===== src/rtl/prn_strobe_pkg.sv =====
package prn_strobe_pkg;
    localparam int BYTE_W = 8;

    typedef struct packed {
        logic              valid;
        logic              busy;
        logic              ack;
        logic [BYTE_W-1:0] data;
    } xfer_t;

    typedef struct packed {
        logic led_a;
        logic led_b;
    } led_t;
endpackage


===== src/rtl/strobe_hist.sv =====
module strobe_hist #(
    parameter int DATA_W     = 8,
    parameter int STROBE_BIT = 5
) (
    input  logic              clk,
    input  logic              rst_n,
    input  logic              wr,
    input  logic [DATA_W-1:0] val,
    output logic              fall,
    output logic              hist
);
    logic hist_d, hist_q;

    always_comb begin
        hist_d = hist_q;
        if (wr) hist_d = val[STROBE_BIT];
    end

    always_ff @(posedge clk or negedge rst_n) begin
        if (!rst_n) hist_q <= 1'b0;
        else        hist_q <= hist_d;
    end

    assign fall = wr && hist_q && !val[STROBE_BIT];
    assign hist = hist_q;

    AST_HIST_HOLD: assert property (@(posedge clk) disable iff (!rst_n)
        !wr |=> $stable(hist_q));
    AST_HIST_TRACK: assert property (@(posedge clk) disable iff (!rst_n)
        wr |=> hist_q == $past(val[STROBE_BIT]));
endmodule


===== src/rtl/xfer_emit.sv =====
module xfer_emit
    import prn_strobe_pkg::*;
(
    input  logic              clk,
    input  logic              rst_n,
    input  logic              fire,
    input  logic              alt_mode,
    input  logic [BYTE_W-1:0] pb,
    output xfer_t             xfer
);
    xfer_t x_d, x_q;

    always_comb begin
        x_d       = x_q;
        x_d.valid = fire;
        x_d.busy  = fire;
        x_d.ack   = fire && alt_mode;
        if (fire) x_d.data = pb;
    end

    always_ff @(posedge clk or negedge rst_n) begin
        if (!rst_n) x_q <= '0;
        else        x_q <= x_d;
    end

    assign xfer = x_q;

    AST_DATA_HOLD: assert property (@(posedge clk) disable iff (!rst_n)
        !fire |=> $stable(x_q.data));
    AST_DATA_CAPTURE: assert property (@(posedge clk) disable iff (!rst_n)
        fire |=> x_q.data == $past(pb));
endmodule


===== src/rtl/drive_leds.sv =====
module drive_leds
    import prn_strobe_pkg::*;
#(
    parameter int DATA_W    = 8,
    parameter int SEL_A_BIT = 1,
    parameter int SEL_B_BIT = 2
) (
    input  logic              clk,
    input  logic              rst_n,
    input  logic              wr,
    input  logic [DATA_W-1:0] val,
    output led_t              leds
);
    led_t l_d, l_q;

    always_comb begin
        l_d = l_q;
        if (wr) begin
            l_d.led_a = ~val[SEL_A_BIT];
            l_d.led_b = ~val[SEL_B_BIT];
        end
    end

    always_ff @(posedge clk or negedge rst_n) begin
        if (!rst_n) l_q <= '0;
        else        l_q <= l_d;
    end

    assign leds = l_q;

    AST_LED_HOLD: assert property (@(posedge clk) disable iff (!rst_n)
        !wr |=> $stable(l_q));
    AST_LED_SET: assert property (@(posedge clk) disable iff (!rst_n)
        wr |=> (l_q.led_a != $past(val[SEL_A_BIT])) && (l_q.led_b != $past(val[SEL_B_BIT])));
endmodule


===== src/rtl/prn_strobe_ctrl.sv =====
module prn_strobe_ctrl
    import prn_strobe_pkg::*;
#(
    parameter int STROBE_BIT = 5,
    parameter int SEL_A_BIT  = 1,
    parameter int SEL_B_BIT  = 2
) (
    input  logic              clk,
    input  logic              rst_n,
    input  logic              pa_wr,
    input  logic [BYTE_W-1:0] pa_val,
    input  logic [BYTE_W-1:0] pb_val,
    input  logic              print_en,
    input  logic              alt_mode,
    output logic [BYTE_W-1:0] prn_data,
    output logic              prn_valid,
    output logic              irq_busy,
    output logic              irq_ack,
    output logic              led_drv_a,
    output logic              led_drv_b
);
    logic  fall, hist;
    logic  fire;
    xfer_t xfer;
    led_t  leds;

    strobe_hist #(.DATA_W(BYTE_W), .STROBE_BIT(STROBE_BIT)) u_hist (
        .clk(clk), .rst_n(rst_n), .wr(pa_wr), .val(pa_val),
        .fall(fall), .hist(hist)
    );

    assign fire = fall && print_en;

    xfer_emit u_emit (
        .clk(clk), .rst_n(rst_n), .fire(fire), .alt_mode(alt_mode),
        .pb(pb_val), .xfer(xfer)
    );

    drive_leds #(.DATA_W(BYTE_W), .SEL_A_BIT(SEL_A_BIT), .SEL_B_BIT(SEL_B_BIT)) u_leds (
        .clk(clk), .rst_n(rst_n), .wr(pa_wr), .val(pa_val), .leds(leds)
    );

    assign prn_data  = xfer.data;
    assign prn_valid = xfer.valid;
    assign irq_busy  = xfer.busy;
    assign irq_ack   = xfer.ack;
    assign led_drv_a = leds.led_a;
    assign led_drv_b = leds.led_b;

    AST_PULSE_ONE: assert property (@(posedge clk) disable iff (!rst_n)
        prn_valid |=> !prn_valid);
    AST_PULSE_CAUSE: assert property (@(posedge clk) disable iff (!rst_n)
        !(pa_wr && hist && !pa_val[STROBE_BIT]) |=> !prn_valid);
    AST_BUSY_WITH_VALID: assert property (@(posedge clk) disable iff (!rst_n)
        prn_valid == irq_busy);
    AST_ACK_NEEDS_BUSY: assert property (@(posedge clk) disable iff (!rst_n)
        irq_ack |-> irq_busy);
    AST_DISABLED_QUIET: assert property (@(posedge clk) disable iff (!rst_n)
        !print_en |=> !prn_valid);
endmodule


===== config.mk =====
export PLATFORM = sky130hd
export DESIGN_NAME = prn_strobe_ctrl
export DESIGN_NICKNAME = d
export VERILOG_FILES = /design/src/rtl/prn_strobe_pkg.sv /design/src/rtl/strobe_hist.sv /design/src/rtl/xfer_emit.sv /design/src/rtl/drive_leds.sv /design/src/rtl/prn_strobe_ctrl.sv
export SDC_FILE = /design/constraint.sdc
export NUM_CORES = 1
export LEC_CHECK = 0
export ABC_AREA = 1
export BUFFER_PORTS_ARGS = -buffer_cell sky130_fd_sc_hd__buf_4
export CELL_PAD_IN_SITES_DETAIL_PLACEMENT = 0
export CELL_PAD_IN_SITES_GLOBAL_PLACEMENT = 1
export CORE_ASPECT_RATIO = 0.7
export CORE_MARGIN = 5
export CORE_UTILIZATION = 24
export DETAILED_ROUTE_END_ITERATION = 12
export GPL_TIMING_DRIVEN = 0
export PLACE_DENSITY = 0.74
export SLEW_MARGIN = 20
export SYNTH_ARGS = -nofsm -noshare
export SYNTH_HDL_FRONTEND = slang
export SYNTH_SLANG_ARGS = --single-unit

===== constraint.sdc =====
create_clock -name clk -period 0.8 [get_ports clk]
set_input_delay 0.24 -clock clk [delete_from_list [all_inputs] [get_ports clk]]
set_output_delay 0.24 -clock clk [all_outputs]
set_load 0.1 [all_outputs]

==> impl_metrics.tcl <==
set metrics [dict create \
    status "finished with violations" \
    violations "setup timing" \
    setup_tns_ns -6.40 \
    powerDensity_mw_per_mm2 2530 \
    clkTransAtPathRegs_ns 0.08 \
    reg2reg_slack_ns -0.16 \
    sw_frac_of_total 0.445 \
    num_rows 14 \
    end_kind "primary output" \
    cts_tree "done" \
    layout_setup_ws_ns -0.488 \
    period_share 1.61 \
    clock-sinks 13 \
    netlist_instances 52 \
    vias 494 \
    hold_start "pa_val[2]" \
    clkPwrFrac 0.137 \
    yosysMostFrequentCell "nand2_1" \
    antenna_cells 0 \
    synth_common_cells "nand2_1, dfrtp_1, nand3_1" \
    drive_gt1_frac 0.783 \
    synth_ff_type "dfrtp_1" \
    clk_latency_ns 0.27 \
    leakage_nw 0.507 \
    nets 114 \
    routed_wl_um 1460 \
    drt-wirelength-per-cell_um 12.6 \
    final_core_util 0.539 \
    switchingPower_w 0.00127 \
    initial_core_util 0.245 \
    synth-seq-cells 13 \
    die-height_um 48.7 \
    synthArstFlopShare 1.00 \
    postSynthAreaPerCell_um2 9.89 \
    io_buffers 28 \
    ir_drop_mv 0.606 \
    place_area_um2 812 \
    critPathBufInv 2 \
    cts_root_buffer "clkbuf_4" \
    crit_path_max_fanout 2 \
    cp_data_arrival_time_ns 1.05 \
    track_usage 0.101 \
    drc 0 \
    holdWs_ns 0.132 \
    first_iter_violations 5 \
    comb_power_share 0.536 \
    num-fill-cells 184 \
    cpMostUsedCell "buf_12" \
    required_ns 0.56 \
    gp_congestion 0.589 \
    tightest_slew_ns 0.318 \
    synth_top_area_cell "dfrtp_1" \
    syn_nets 73 \
    p_seq_frac 0.327 \
    fp.dieW_um 65.3 \
    cp_slowest_cell "dfrtp_4" \
    drtPass1Iterations 3 \
    timing.rr.start "u_hist.hist" \
    crit_chain "buf_12 -> buf_12" \
    period_needed_ns 1.29 \
    vias_per_cell 4.26 \
    critical_path_cell_count 2 \
    drv_slew 0 \
    cpPeakStageDelay_ns 0.49 \
    dieArea_mm2 0.00318 \
    ys_seq_area_frac 0.633 \
    synth_top_area_frac 0.633 \
    cts_buffer_depth 2 \
    setup_viol 23 \
    syn-cell-area_um2 514 \
    drtAntennaViolNets 0 \
    crit_family "flip-flops" \
    io_pins 34 \
    critPathKind "reg2out" \
    intPower_w 0.00159 \
    cts_buffers 3 \
    core-area_mm2 0.00210 \
    finClkSkew_ns 0.00355 \
    start_kind "register" \
    hold_violations 0 \
    crit_end "prn_valid" \
    final_area_mm2 0.00113 \
    grt_pass1_wl_um 2440 \
    yosysWarnings 0 \
    dp_hpwl_um 959 \
    slew_headroom 0.788 \
    drv_cap 0 \
    r2r-end "u_emit.xfer[0]" \
    htree_levels 1 \
    synth_edf_count 0 \
    grt_overflow 0 \
    cp-startpoint "u_emit.xfer[10]" \
    rsz0062_at_grt "yes" \
    grt_pass1_vias 522 \
    syn_to_final_growth_pct 120 \
    clock.fmax_mhz 777 \
    synth_area_leaders "dfrtp_1, nand2_1, nand3_1" \
    hold_path.class "in2reg" \
    grt_start_max_net_pins 14 \
    antenna_found_initial 0 \
    yosysUniqueCellTypes 11 \
    ff2ff_path_depth 4 \
]
-- sequential cells by signal, indices dropped and copies added (netlist names) --
register	flops
u_emit.xfer	10
u_leds.leds	2
u_hist.hist	1
-- cell families (layout without fill, tap and decap cells) --
logic type,count (synthesis),after routing,share of synthesized area
buffers and inverters,5,44,0.0438
AO/OA/AOI/OAI,2,2,0.0195
flip-flops,13,13,0.633
AND/OR/NAND/NOR,32,33,0.304
-- repair_timing --
| item | in CTS | in global routing |
|---|---|---|
| setup endpoints to repair | 23 | 23 |
| buffers inserted | 0 | 5 |
| hold buffers | 1 | 0 |
| pin swaps | 10 | 10 |
| resized for setup | 49 | 8 |
| cloned | 2 | 0 |
| endpoints found under the hold margin | 13 | 0 |
-- power by group through the flow --
stage | registers [W] | clock network [W] | logic, W
after floorplan | 0.00162 | 0 | 0.000125
after global placement | 0.000891 | 0 | 0.00112
after detailed placement | 0.000893 | 0 | 0.00113
after CTS | 0.000945 | 0.000418 | 0.00143
after global routing | 0.000949 | 0.000460 | 0.00158
final | 0.000935 | 0.000393 | 0.00153
-- stage by stage --
| step | total power [W] | std cells | setup WS, ns |
|---|---|---|---|
| detailed placement | 0.00202 | 104 | -0.251 |
| global route | 0.00299 | 116 | -0.522 |
| finish | 0.00286 | 116 | -0.488 |
| global placement | 0.00201 | 104 | -0.247 |
| CTS | 0.00279 | 111 | -0.501 |
| floorplan | 0.00175 | 52 | -0.269 |
-- metal layers --
layer	vias up	track usage	part of all wire
li1	245	-	-
met1	225	0.131	0.46
met2	22	0.150	0.45
met3	2	0.0231	0.071
met4	0	0.0621	0.017
met5	-	0	0
-- how the worst min path moves through the flow --
stage | slack [ns] | endpoint | depth (start not counted)
after floorplan | -0.06 | u_hist.hist | 0
after global placement | 0.09 | u_emit.xfer[6] | 1
after detailed placement | 0.09 | u_emit.xfer[6] | 1
after CTS | 0.12 | u_leds.leds[0] | 2
after global routing | 0.12 | u_leds.leds[0] | 2
final | 0.13 | u_leds.leds[0] | 2
-- area by class of cell --
type / instances / area [µm²] / area share
timing repair buffer: 34 / 408 / 0.360
multi-input combinational: 35 / 250 / 0.221
sequential: 13 / 370 / 0.327
buffer: 1 / 20.0 / 0.0177
timing repair inverter: 1 / 7.51 / 0.00663
tap: 24 / 30.0 / 0.0265
inverter: 4 / 20.0 / 0.0177
clock buffer: 4 / 26.3 / 0.0232
-- cell usage in the layout (no fill, tap or decap) --
cell           instances
buf_4                 21
buf_12                13
dfrtp_4               12
nand2_1               11
nand2_2                8
nand3_2                7
clkbuf_4               3
inv_2                  2
nand2_8                2
nor2_1                 2
o21ai_1                2
nor2_8                 1
clkinv_4               1
nand3_1                1
inv_1                  1
nor2_2                 1
clkbuf_1               1
clkinvlp_4             1
dlygate4sd3_1          1
dfrtp_1                1
(Power assumes the default switching activity.)
